[src/rtl/fdn_pkg.sv]
// Package: shared encodings for the input flush stage.
// Assumes binary32 layout: sign at the top, then exponent, then fraction.
package fdn_pkg;

    localparam int EXP_W  = 8;
    localparam int FRAC_W = 23;
    localparam int FLAG_W = 7;

    // Positions in the sticky flag word.
    localparam int FLG_INVALID = 0;
    localparam int FLG_DIVZERO = 2;
    localparam int FLG_OVERFLW = 3;
    localparam int FLG_UNDRFLW = 4;
    localparam int FLG_INEXACT = 5;
    localparam int FLG_IN_SUB  = 6;

    // Operation class presented with each operand pair.
    typedef enum logic [1:0] {
        CLS_DYADIC  = 2'd0,
        CLS_MONADIC = 2'd1,
        CLS_SIGNOP  = 2'd2,
        CLS_SPARE   = 2'd3
    } op_class_e;

endpackage

[src/rtl/fdn_operand_gate.sv]
// Module: fdn_operand_gate
// Purpose: detect a subnormal operand and, when enabled, replace it with
// a zero of the same sign. Purely combinational.
// Assumes: operand is {sign, exponent[EXP_W], fraction[FRAC_W]}.
module fdn_operand_gate #(
    parameter int EXP_W  = 8,
    parameter int FRAC_W = 23,
    localparam int DATA_W = 1 + EXP_W + FRAC_W
) (
    input  logic [DATA_W-1:0] opnd_i,
    input  logic              check_en_i,
    output logic [DATA_W-1:0] opnd_o,
    output logic              flushed_o
);

    logic [EXP_W-1:0]  exp_f;
    logic [FRAC_W-1:0] frac_f;
    logic              is_sub;

    // Split the operand into its fields.
    always_comb begin
        exp_f  = opnd_i[DATA_W-2 -: EXP_W];
        frac_f = opnd_i[FRAC_W-1:0];
    end

    // Subnormal: zero exponent with a non-zero fraction.
    always_comb begin
        is_sub = (exp_f == '0) && (frac_f != '0);
    end

    // Keep only the sign bit when flushing; otherwise pass through.
    always_comb begin
        flushed_o = check_en_i && is_sub;
        if (flushed_o) begin
            opnd_o = {opnd_i[DATA_W-1], {(DATA_W-1){1'b0}}};
        end else begin
            opnd_o = opnd_i;
        end
    end

endmodule

[src/rtl/fdn_flag_acc.sv]
// Module: fdn_flag_acc
// Purpose: sticky exception flag word. New events OR in every cycle; a
// synchronous clear empties it, but events in the clearing cycle survive.
// Assumes: synchronous active-low reset.
module fdn_flag_acc #(
    parameter int FLAG_W = 7
) (
    input  logic              clk,
    input  logic              rst_n,
    input  logic [FLAG_W-1:0] set_i,
    input  logic              clr_i,
    output logic [FLAG_W-1:0] flags_o
);

    logic [FLAG_W-1:0] kept;

    // Prior contents survive unless a clear is requested.
    always_comb begin
        kept = clr_i ? '0 : flags_o;
    end

    // Register the accumulated word.
    always_ff @(posedge clk) begin
        if (!rst_n) begin
            flags_o <= '0;
        end else begin
            flags_o <= kept | set_i;
        end
    end

endmodule

[src/rtl/fdn_flush_stage.sv]
// Module: fdn_flush_stage (top)
// Purpose: input conditioning ahead of a binary32 datapath. Flushes
// subnormal operands to signed zero under flush-inputs mode, per the
// operation class, and records an input-subnormal event in sticky flags.
// Assumes: synchronous active-low reset; one cycle latency; outputs hold
// when no valid operation is presented.
module fdn_flush_stage
    import fdn_pkg::*;
#(
    parameter int N_OPND = 2
) (
    input  logic        clk,
    input  logic        rst_n,
    input  logic [31:0] op_a,
    input  logic [31:0] op_b,
    input  logic [1:0]  op_class,
    input  logic        ftz_in,
    input  logic        valid_in,
    input  logic        flag_clr,
    output logic [31:0] out_a,
    output logic [31:0] out_b,
    output logic        valid_out,
    output logic [6:0]  flags
);

    localparam int DATA_W = 1 + EXP_W + FRAC_W;

    op_class_e          cls;
    logic [N_OPND-1:0]  chk_en;
    logic [N_OPND-1:0]  hit;
    logic [DATA_W-1:0]  opnd_in  [N_OPND];
    logic [DATA_W-1:0]  opnd_out [N_OPND];
    logic               any_hit;
    logic [FLAG_W-1:0]  flag_set;

    // Decode which operand slots the operation consumes.
    always_comb begin
        cls    = op_class_e'(op_class);
        chk_en = '0;
        if (valid_in && ftz_in) begin
            unique case (cls)
                CLS_DYADIC:  chk_en = '1;
                CLS_MONADIC: chk_en[0] = 1'b1;
                default:     chk_en = '0;
            endcase
        end
    end

    // Gather operands into an indexed array.
    always_comb begin
        opnd_in[0] = op_a;
        opnd_in[1] = op_b;
    end

    // One detector/flusher per operand slot.
    for (genvar g = 0; g < N_OPND; g++) begin : g_gate
        fdn_operand_gate #(
            .EXP_W  (EXP_W),
            .FRAC_W (FRAC_W)
        ) u_gate (
            .opnd_i     (opnd_in[g]),
            .check_en_i (chk_en[g]),
            .opnd_o     (opnd_out[g]),
            .flushed_o  (hit[g])
        );
    end

    // Build the flag event vector: only the input-subnormal position.
    always_comb begin
        any_hit  = |hit;
        flag_set = '0;
        flag_set[FLG_IN_SUB] = any_hit;
    end

    fdn_flag_acc #(
        .FLAG_W (FLAG_W)
    ) u_flags (
        .clk     (clk),
        .rst_n   (rst_n),
        .set_i   (flag_set),
        .clr_i   (flag_clr),
        .flags_o (flags)
    );

    // Capture conditioned operands on valid cycles; hold otherwise.
    always_ff @(posedge clk) begin
        if (!rst_n) begin
            out_a <= '0;
            out_b <= '0;
        end else if (valid_in) begin
            out_a <= opnd_out[0];
            out_b <= opnd_out[1];
        end
    end

    // Valid pipeline bit.
    always_ff @(posedge clk) begin
        if (!rst_n) begin
            valid_out <= 1'b0;
        end else begin
            valid_out <= valid_in;
        end
    end

    // Marks cycles whose previous cycle was out of reset, so $past is safe.
    logic armed;
    always_ff @(posedge clk) begin
        if (!rst_n) armed <= 1'b0;
        else        armed <= 1'b1;
    end

    a_r1_valid_latency: assert property (@(posedge clk) disable iff (!rst_n)
        armed |-> (valid_out == $past(valid_in)));

    a_r3_pass_when_off: assert property (@(posedge clk) disable iff (!rst_n)
        (armed && $past(valid_in) && !$past(ftz_in)) |->
        (out_a == $past(op_a) && out_b == $past(op_b)));

    a_r6_signop_bypass: assert property (@(posedge clk) disable iff (!rst_n)
        (armed && $past(valid_in) && $past(op_class[1])) |->
        (out_a == $past(op_a) && out_b == $past(op_b)));

    a_r5_sticky_hold: assert property (@(posedge clk) disable iff (!rst_n)
        (armed && $past(flags[FLG_IN_SUB]) && !$past(flag_clr)) |->
        flags[FLG_IN_SUB]);

    a_r4_flag_cause: assert property (@(posedge clk) disable iff (!rst_n)
        (armed && $rose(flags[FLG_IN_SUB])) |->
        $past(valid_in && ftz_in && !op_class[1]));

    a_r10_hold_idle: assert property (@(posedge clk) disable iff (!rst_n)
        (armed && !$past(valid_in)) |-> ($stable(out_a) && $stable(out_b)));

endmodule

[config.mk]
export PLATFORM = sky130hd
export DESIGN_NAME = fdn_flush_stage
export DESIGN_NICKNAME = d
export VERILOG_FILES = /design/src/rtl/fdn_pkg.sv /design/src/rtl/fdn_operand_gate.sv /design/src/rtl/fdn_flag_acc.sv /design/src/rtl/fdn_flush_stage.sv
export SDC_FILE = /design/constraint.sdc
export NUM_CORES = 1
export LEC_CHECK = 0
export ABC_CLOCK_PERIOD_IN_PS = 1700
export BUFFER_PORTS_ARGS = -buffer_cell sky130_fd_sc_hd__buf_2
export CAP_MARGIN = 30
export CORE_UTILIZATION = 46
export CTS_CLUSTER_SIZE = 40
export DETAILED_ROUTE_END_ITERATION = 10
export PLACE_DENSITY = 0.82
export SYNTH_ARGS = -nofsm -noshare
export SYNTH_HDL_FRONTEND = slang
export SYNTH_SLANG_ARGS = --single-unit
[constraint.sdc]
create_clock -name clk -period 1.7 [get_ports clk]
set_input_delay 0.51 -clock clk [delete_from_list [all_inputs] [get_ports clk]]
set_output_delay 0.51 -clock clk [all_outputs]
set_load 0.01 [all_outputs]
# Word-level counts from Yosys, hierarchy flattened
# Index checks and enable logic that the tools add are counted.
# W data, S select, Z words.
# word_totals
reg_bits	72
inputBits	71
rom_bits	0
n_memories	0
mem_bits_rw	0
latchBits	0
wordCells	24
# classes
mul	0
div_mod_pow	0
addsub	0
n_mux	6
bitwise	1
order_cmp	0
n_eq_ne	1
shift	0
reduce_logical	12
# ops
op	n
$mux W31	2
$reduce_bool A23 Y1	2
$logic_not A8 Y1	2
$mux W7	1
$or A7 B7 Y7	1
$logic_and A1 B1 Y1	5
$reduce_or A2 Y1	2
$eq A2 B1 Y1 const B	1
$logic_not A2 Y1	1
$mux W1	2
$mux W2	1

# Logic depth before layout (Yosys ltp)
# logic_depth
depth_word	7
depth_mapped	5
ltp_nobuf	4

# Cells and area by module
# From an unflattened synthesis, not the netlist that was laid out.
# hier_totals
hier_cells	326
hier_area_um2	3478.3
# modules_own_cells
mod	n_inst	area_per_inst_um2	cells_each
fdn_flush_stage	1	2523.7	213
fdn_operand_gate	2	359.1	46
fdn_flag_acc	1	236.5	21

# Least setup slack after synthesis
# Ideal clock, no wire load.
# synth_path
kind	input to register
from	in op_a[2]
to	reg u_flags.flags_o[6]
required_ps	1580
path_buffers	0
arrival_time_ps	1406
stages	3
setup_slack_ps	174
setup_time_ps	120
cell_sequence	nor4_1 -> a31oi_4 -> o31a_1
# synth_between
elab_chain_len	5
# synth_lines
item	line	text
start: declaration	fdn_flush_stage.sv:14	input logic [31:0] op_a,
$reduce_bool A23 Y1	fdn_operand_gate.sv:28	is_sub = (exp_f == '0) && (frac_f != '0);
$logic_and A1 B1 Y1	fdn_operand_gate.sv:28	
$logic_and A1 B1 Y1	fdn_operand_gate.sv:33	flushed_o = check_en_i && is_sub;
$reduce_or A2 Y1	fdn_flush_stage.sv:70	any_hit = |hit;
$or A7 B7 Y7	fdn_flag_acc.sv:27	flags_o <= kept | set_i;
end signal: assignment	fdn_flag_acc.sv:27	
end: declaration	fdn_flag_acc.sv:12	output logic [FLAG_W-1:0] flags_o
# No other way between the ends.
# A chain may end at the register's enable or synchronous reset.

# Worst setup path after layout
# layout_path
from	in op_a[1]
to	reg out_a[13]
# layout_between
elab_chain_len	4
# layout_lines
item	line	text
$reduce_bool A23 Y1	fdn_operand_gate.sv:28	
$logic_and A1 B1 Y1	fdn_operand_gate.sv:28	
$logic_and A1 B1 Y1	fdn_operand_gate.sv:33	
$mux W31	fdn_operand_gate.sv:34	if (flushed_o) begin
end signal: assignment	fdn_flush_stage.sv:91	out_a <= opnd_out[0];
end: declaration	fdn_flush_stage.sv:20	output logic [31:0] out_a,
# No other way between the ends.

==> impl_metrics.ini <==
[run_status]
run_status = complete, no violations

[worst_setup_path]
slowest_stage = sky130_fd_sc_hd__nor4_2
critical_path.cell_chain = buf_2, nor4_2, buf_4, and4_1, a31oi_4, buf_4, o21ai_1
number_of_cell_instances_on_the_worst_register_to_register_path = 2
class_of_the_most_critical_setup_path = input port to flip-flop
cp-end-kind = flip-flop
reg2reg_setup_slack_ps = 940
cp_data_required_time_ps = 1960
worstReg2RegEnd = u_flags.flags_o[6]
worst_setup_path_start_kind = input port
path_common_cell = sky130_fd_sc_hd__buf_4
worstPathMaxFanout = 12
worstPathArrival_ps = 1830
reg2reg_launch_point = u_flags.flags_o[6]
slowest_delay_ps = 340

[timing]
period_share_pct = 92.3
timing.clock.skew_ps = 0
setup-violations-final = 0
hold-worst-slack_ps = 452
period_needed_ps = 1570
hold_viol_final = 0
drv_slew = 0
unrepaired_setup_endpoints_after_global_routing = no
fmax_ghz = 0.637

[clock_tree]
tritoncts = built
clock_tree.root_cell = sky130_fd_sc_hd__clkbuf_8
clk_latency_ps = 320
cts_made_buffers = 9
post-cts-setup-buffer-count = 0
cts_htree_levels = 3
cts.reportedPaths.clkPinSlew_ps = 70
clock-sinks = 66
clock_tree_buffer_depth = 2

[finish]
syn2layout_area_growth_pct = 35.3
final_net_count = 517
count_of_antenna_diodes_in_the_layout = 0
fin_cells = 525
fill_cells = 540
multiInputGateArea_mm2 = 0.00150
drive_above_1_share_pct = 49.8
seq_area_mm2 = 0.00132

[run]
drv.max_cap_violation_count = 0

[yosys]
post_syn_area_mm2 = 0.00298
synth_top_cells_by_area = sky130_fd_sc_hd__dfxtp_1, sky130_fd_sc_hd__o21ai_2, sky130_fd_sc_hd__nand3b_1, sky130_fd_sc_hd__nand3_1, sky130_fd_sc_hd__mux2i_1
synth_cells = 302
synth.largest_area_cell = sky130_fd_sc_hd__dfxtp_1
post-synth-top-area-fraction_pct = 44.4
synth.lib_cells_used.distinct = 23
synth_seq_cells = 66
avgSynthCellArea_um2 = 9.86
synth_sequential_area_ratio_pct = 44.4
synth.top_cells.by_count = sky130_fd_sc_hd__dfxtp_1, sky130_fd_sc_hd__nand3_1, sky130_fd_sc_hd__nand3b_1
synth_flop_cell = sky130_fd_sc_hd__dfxtp_1
asyncSetResetFlopFracSynth_pct = 0
yosysWarnings = 0
synth_enable_flop_cells = 0
synthMostInstantiatedCell = sky130_fd_sc_hd__dfxtp_1

[routing]
routed_wirelength_um = 7370
wl_per_cell_um = 14.0
drt.antenna.violating_nets = 0
route.detailed.drc = 0
vias = 2733
post_drt_via_cell_ratio = 5.21
drt_iter0_markers = 107
detailedRoute.firstPassIterationCount = 4

[pwr]
power.ir.vdd_worst_v = 0.000611
sw_frac_of_total_pct = 25.7
power.static_leakage_nw = 1.86
power.density_cell_area_mw_per_mm2 = 865
clock_power_share_pct = 36.8
seq_power_share_pct = 48.2
power.share.combinational_pct = 15.0
switching_power_uw = 897
internal_power_mw = 2.59

[placement]
final_weighted_congestion_of_routability_driven_global_placement = 0.782
placed_wire_length_estimate_after_detailed_placement_um = 5270
port_buffers = 136
place_inst = 510

[global_routing]
grt_antenna_before_repair = 0
overflow = 0
global_route_wire_length_before_repair_um = 10900
gr-usage-all-layers_pct = 21.3
first_global_vias = 2345
grt_max_degree = 77

[min_path]
hold_start = op_b[31]
min_path_cells = 3
worst_hold_path_type = input port to flip-flop
worst_hold_path.endpoint = out_b[31]

[floorplan]
core_region_area_mm2 = 0.00610
die_x_um = 82.5
floorplan.die.height_um = 82.5
area_of_the_die_mm2 = 0.00680
initial_core_util_pct = 48.9
fp-row-count = 28
boundaryPins = 143
## placed cells by master, fill, tap and decap left out
master	count
sky130_fd_sc_hd__clkinv_2	2
sky130_fd_sc_hd__nand3_1	47
sky130_fd_sc_hd__nand3b_1	46
sky130_fd_sc_hd__nor3_1	3
sky130_fd_sc_hd__dfxtp_1	66
sky130_fd_sc_hd__o31a_1	1
sky130_fd_sc_hd__clkbuf_8	10
sky130_fd_sc_hd__buf_2	134
sky130_fd_sc_hd__nor4_2	5
sky130_fd_sc_hd__and4_1	2
sky130_fd_sc_hd__a31oi_4	2
sky130_fd_sc_hd__clkinvlp_4	2
sky130_fd_sc_hd__bufinv_16	1
sky130_fd_sc_hd__nor2b_1	19
sky130_fd_sc_hd__buf_4	25
sky130_fd_sc_hd__o21ai_2	40
sky130_fd_sc_hd__buf_12	3
sky130_fd_sc_hd__mux2i_1	18
sky130_fd_sc_hd__nand4_1	1
sky130_fd_sc_hd__nor4_1	8
sky130_fd_sc_hd__and3b_1	1
sky130_fd_sc_hd__and2_1	1
sky130_fd_sc_hd__o21ai_1	6
sky130_fd_sc_hd__nor2_1	1
sky130_fd_sc_hd__conb_1	6
## worst max-delay path, delay by kind of cell
kind	cells	cell delay [ps]
and+or+nand+nor	2	560
AOI/OAI and AO/OA	2	260
buffers and inverters	3	490
## area by class of cell
class | count | share of cell area, %
clock buffer | 10 | 3.42
multi-input combinational | 207 | 37.3
sequential | 66 | 32.8
timing repair buffer | 162 | 22.8
clock inverter | 5 | 1.37
tap | 75 | 2.33
## layer usage
| layer | vias up | routed length [um] | GRT usage (%) | share of wire, % |
|---|---|---|---|---|
| li1 | 1375 | - | - | - |
| met3 | 8 | 300 | 4.07 | 4.1 |
| met2 | 81 | 3630 | 35.3 | 49 |
| met1 | 1269 | 3340 | 26.8 | 45 |
| met4 | 0 | 97 | 8.95 | 1.3 |
| met5 | - | 0 | 0 | 0 |
## worst max-delay path by stage
| stage | cells past startpoint | end | slack, ps | startpoint |
|---|---|---|---|---|
| final | 7 | out_a[13] | 130 | op_a[1] |
| after global routing | 7 | out_a[15] | 60 | op_a[1] |
| after CTS | 7 | out_a[13] | 40 | op_a[1] |
| after detailed placement | 7 | out_a[13] | -290 | op_a[1] |
| after global placement | 7 | out_a[15] | -270 | op_a[16] |
| after floorplan | 3 | u_flags.flags_o[6] | 170 | op_a[2] |
## flip-flops by register name, summed over array words and instances (netlist names)
signal	count
out_a	32
out_b	32
u_flags.flags_o	1
valid_out	1
## power groups by stage
stage | Sequential, mW | Combinational, mW | Clock (mW)
after global routing | 1.69 | 0.569 | 1.39
final | 1.68 | 0.522 | 1.28
after global placement | 1.71 | 0.508 | 0
after CTS | 1.68 | 0.521 | 1.31
after floorplan | 1.76 | 0.228 | 0
after detailed placement | 1.71 | 0.520 | 0
## cells by family (layout without fill, tap and decap cells)
| group | Yosys count | after routing | share of synthesized area (%) |
|---|---|---|---|
| simple gates | 134 | 134 | 28.8 |
| flops | 66 | 66 | 44.4 |
| compound gates | 49 | 49 | 14.5 |
| buf+inv | 34 | 177 | 6.22 |
| mux | 18 | 18 | 6.05 |
| other cells | 1 | 6 | 0.126 |
## through the flow
step                      TNS (ps)  area, um^2  setup slack, ps  utilization, %  power, mW
after CTS                        0        4020             38.7            65.9       3.52
final                            0        4030              131            66.1       3.49
after global routing             0        4030             62.1            66.1       3.65
after floorplan                  0        3000              174               -       1.99
after detailed placement     -8640        3820             -291            62.7       2.23
after global placement       -8720        3820             -270            62.7       2.22
## timing repair
action | CTS | global route
hold buffers | 0 | 0
setup endpoints to repair | 0 | 9
gates resized for setup | 0 | 2
(Power assumes the default switching activity.)
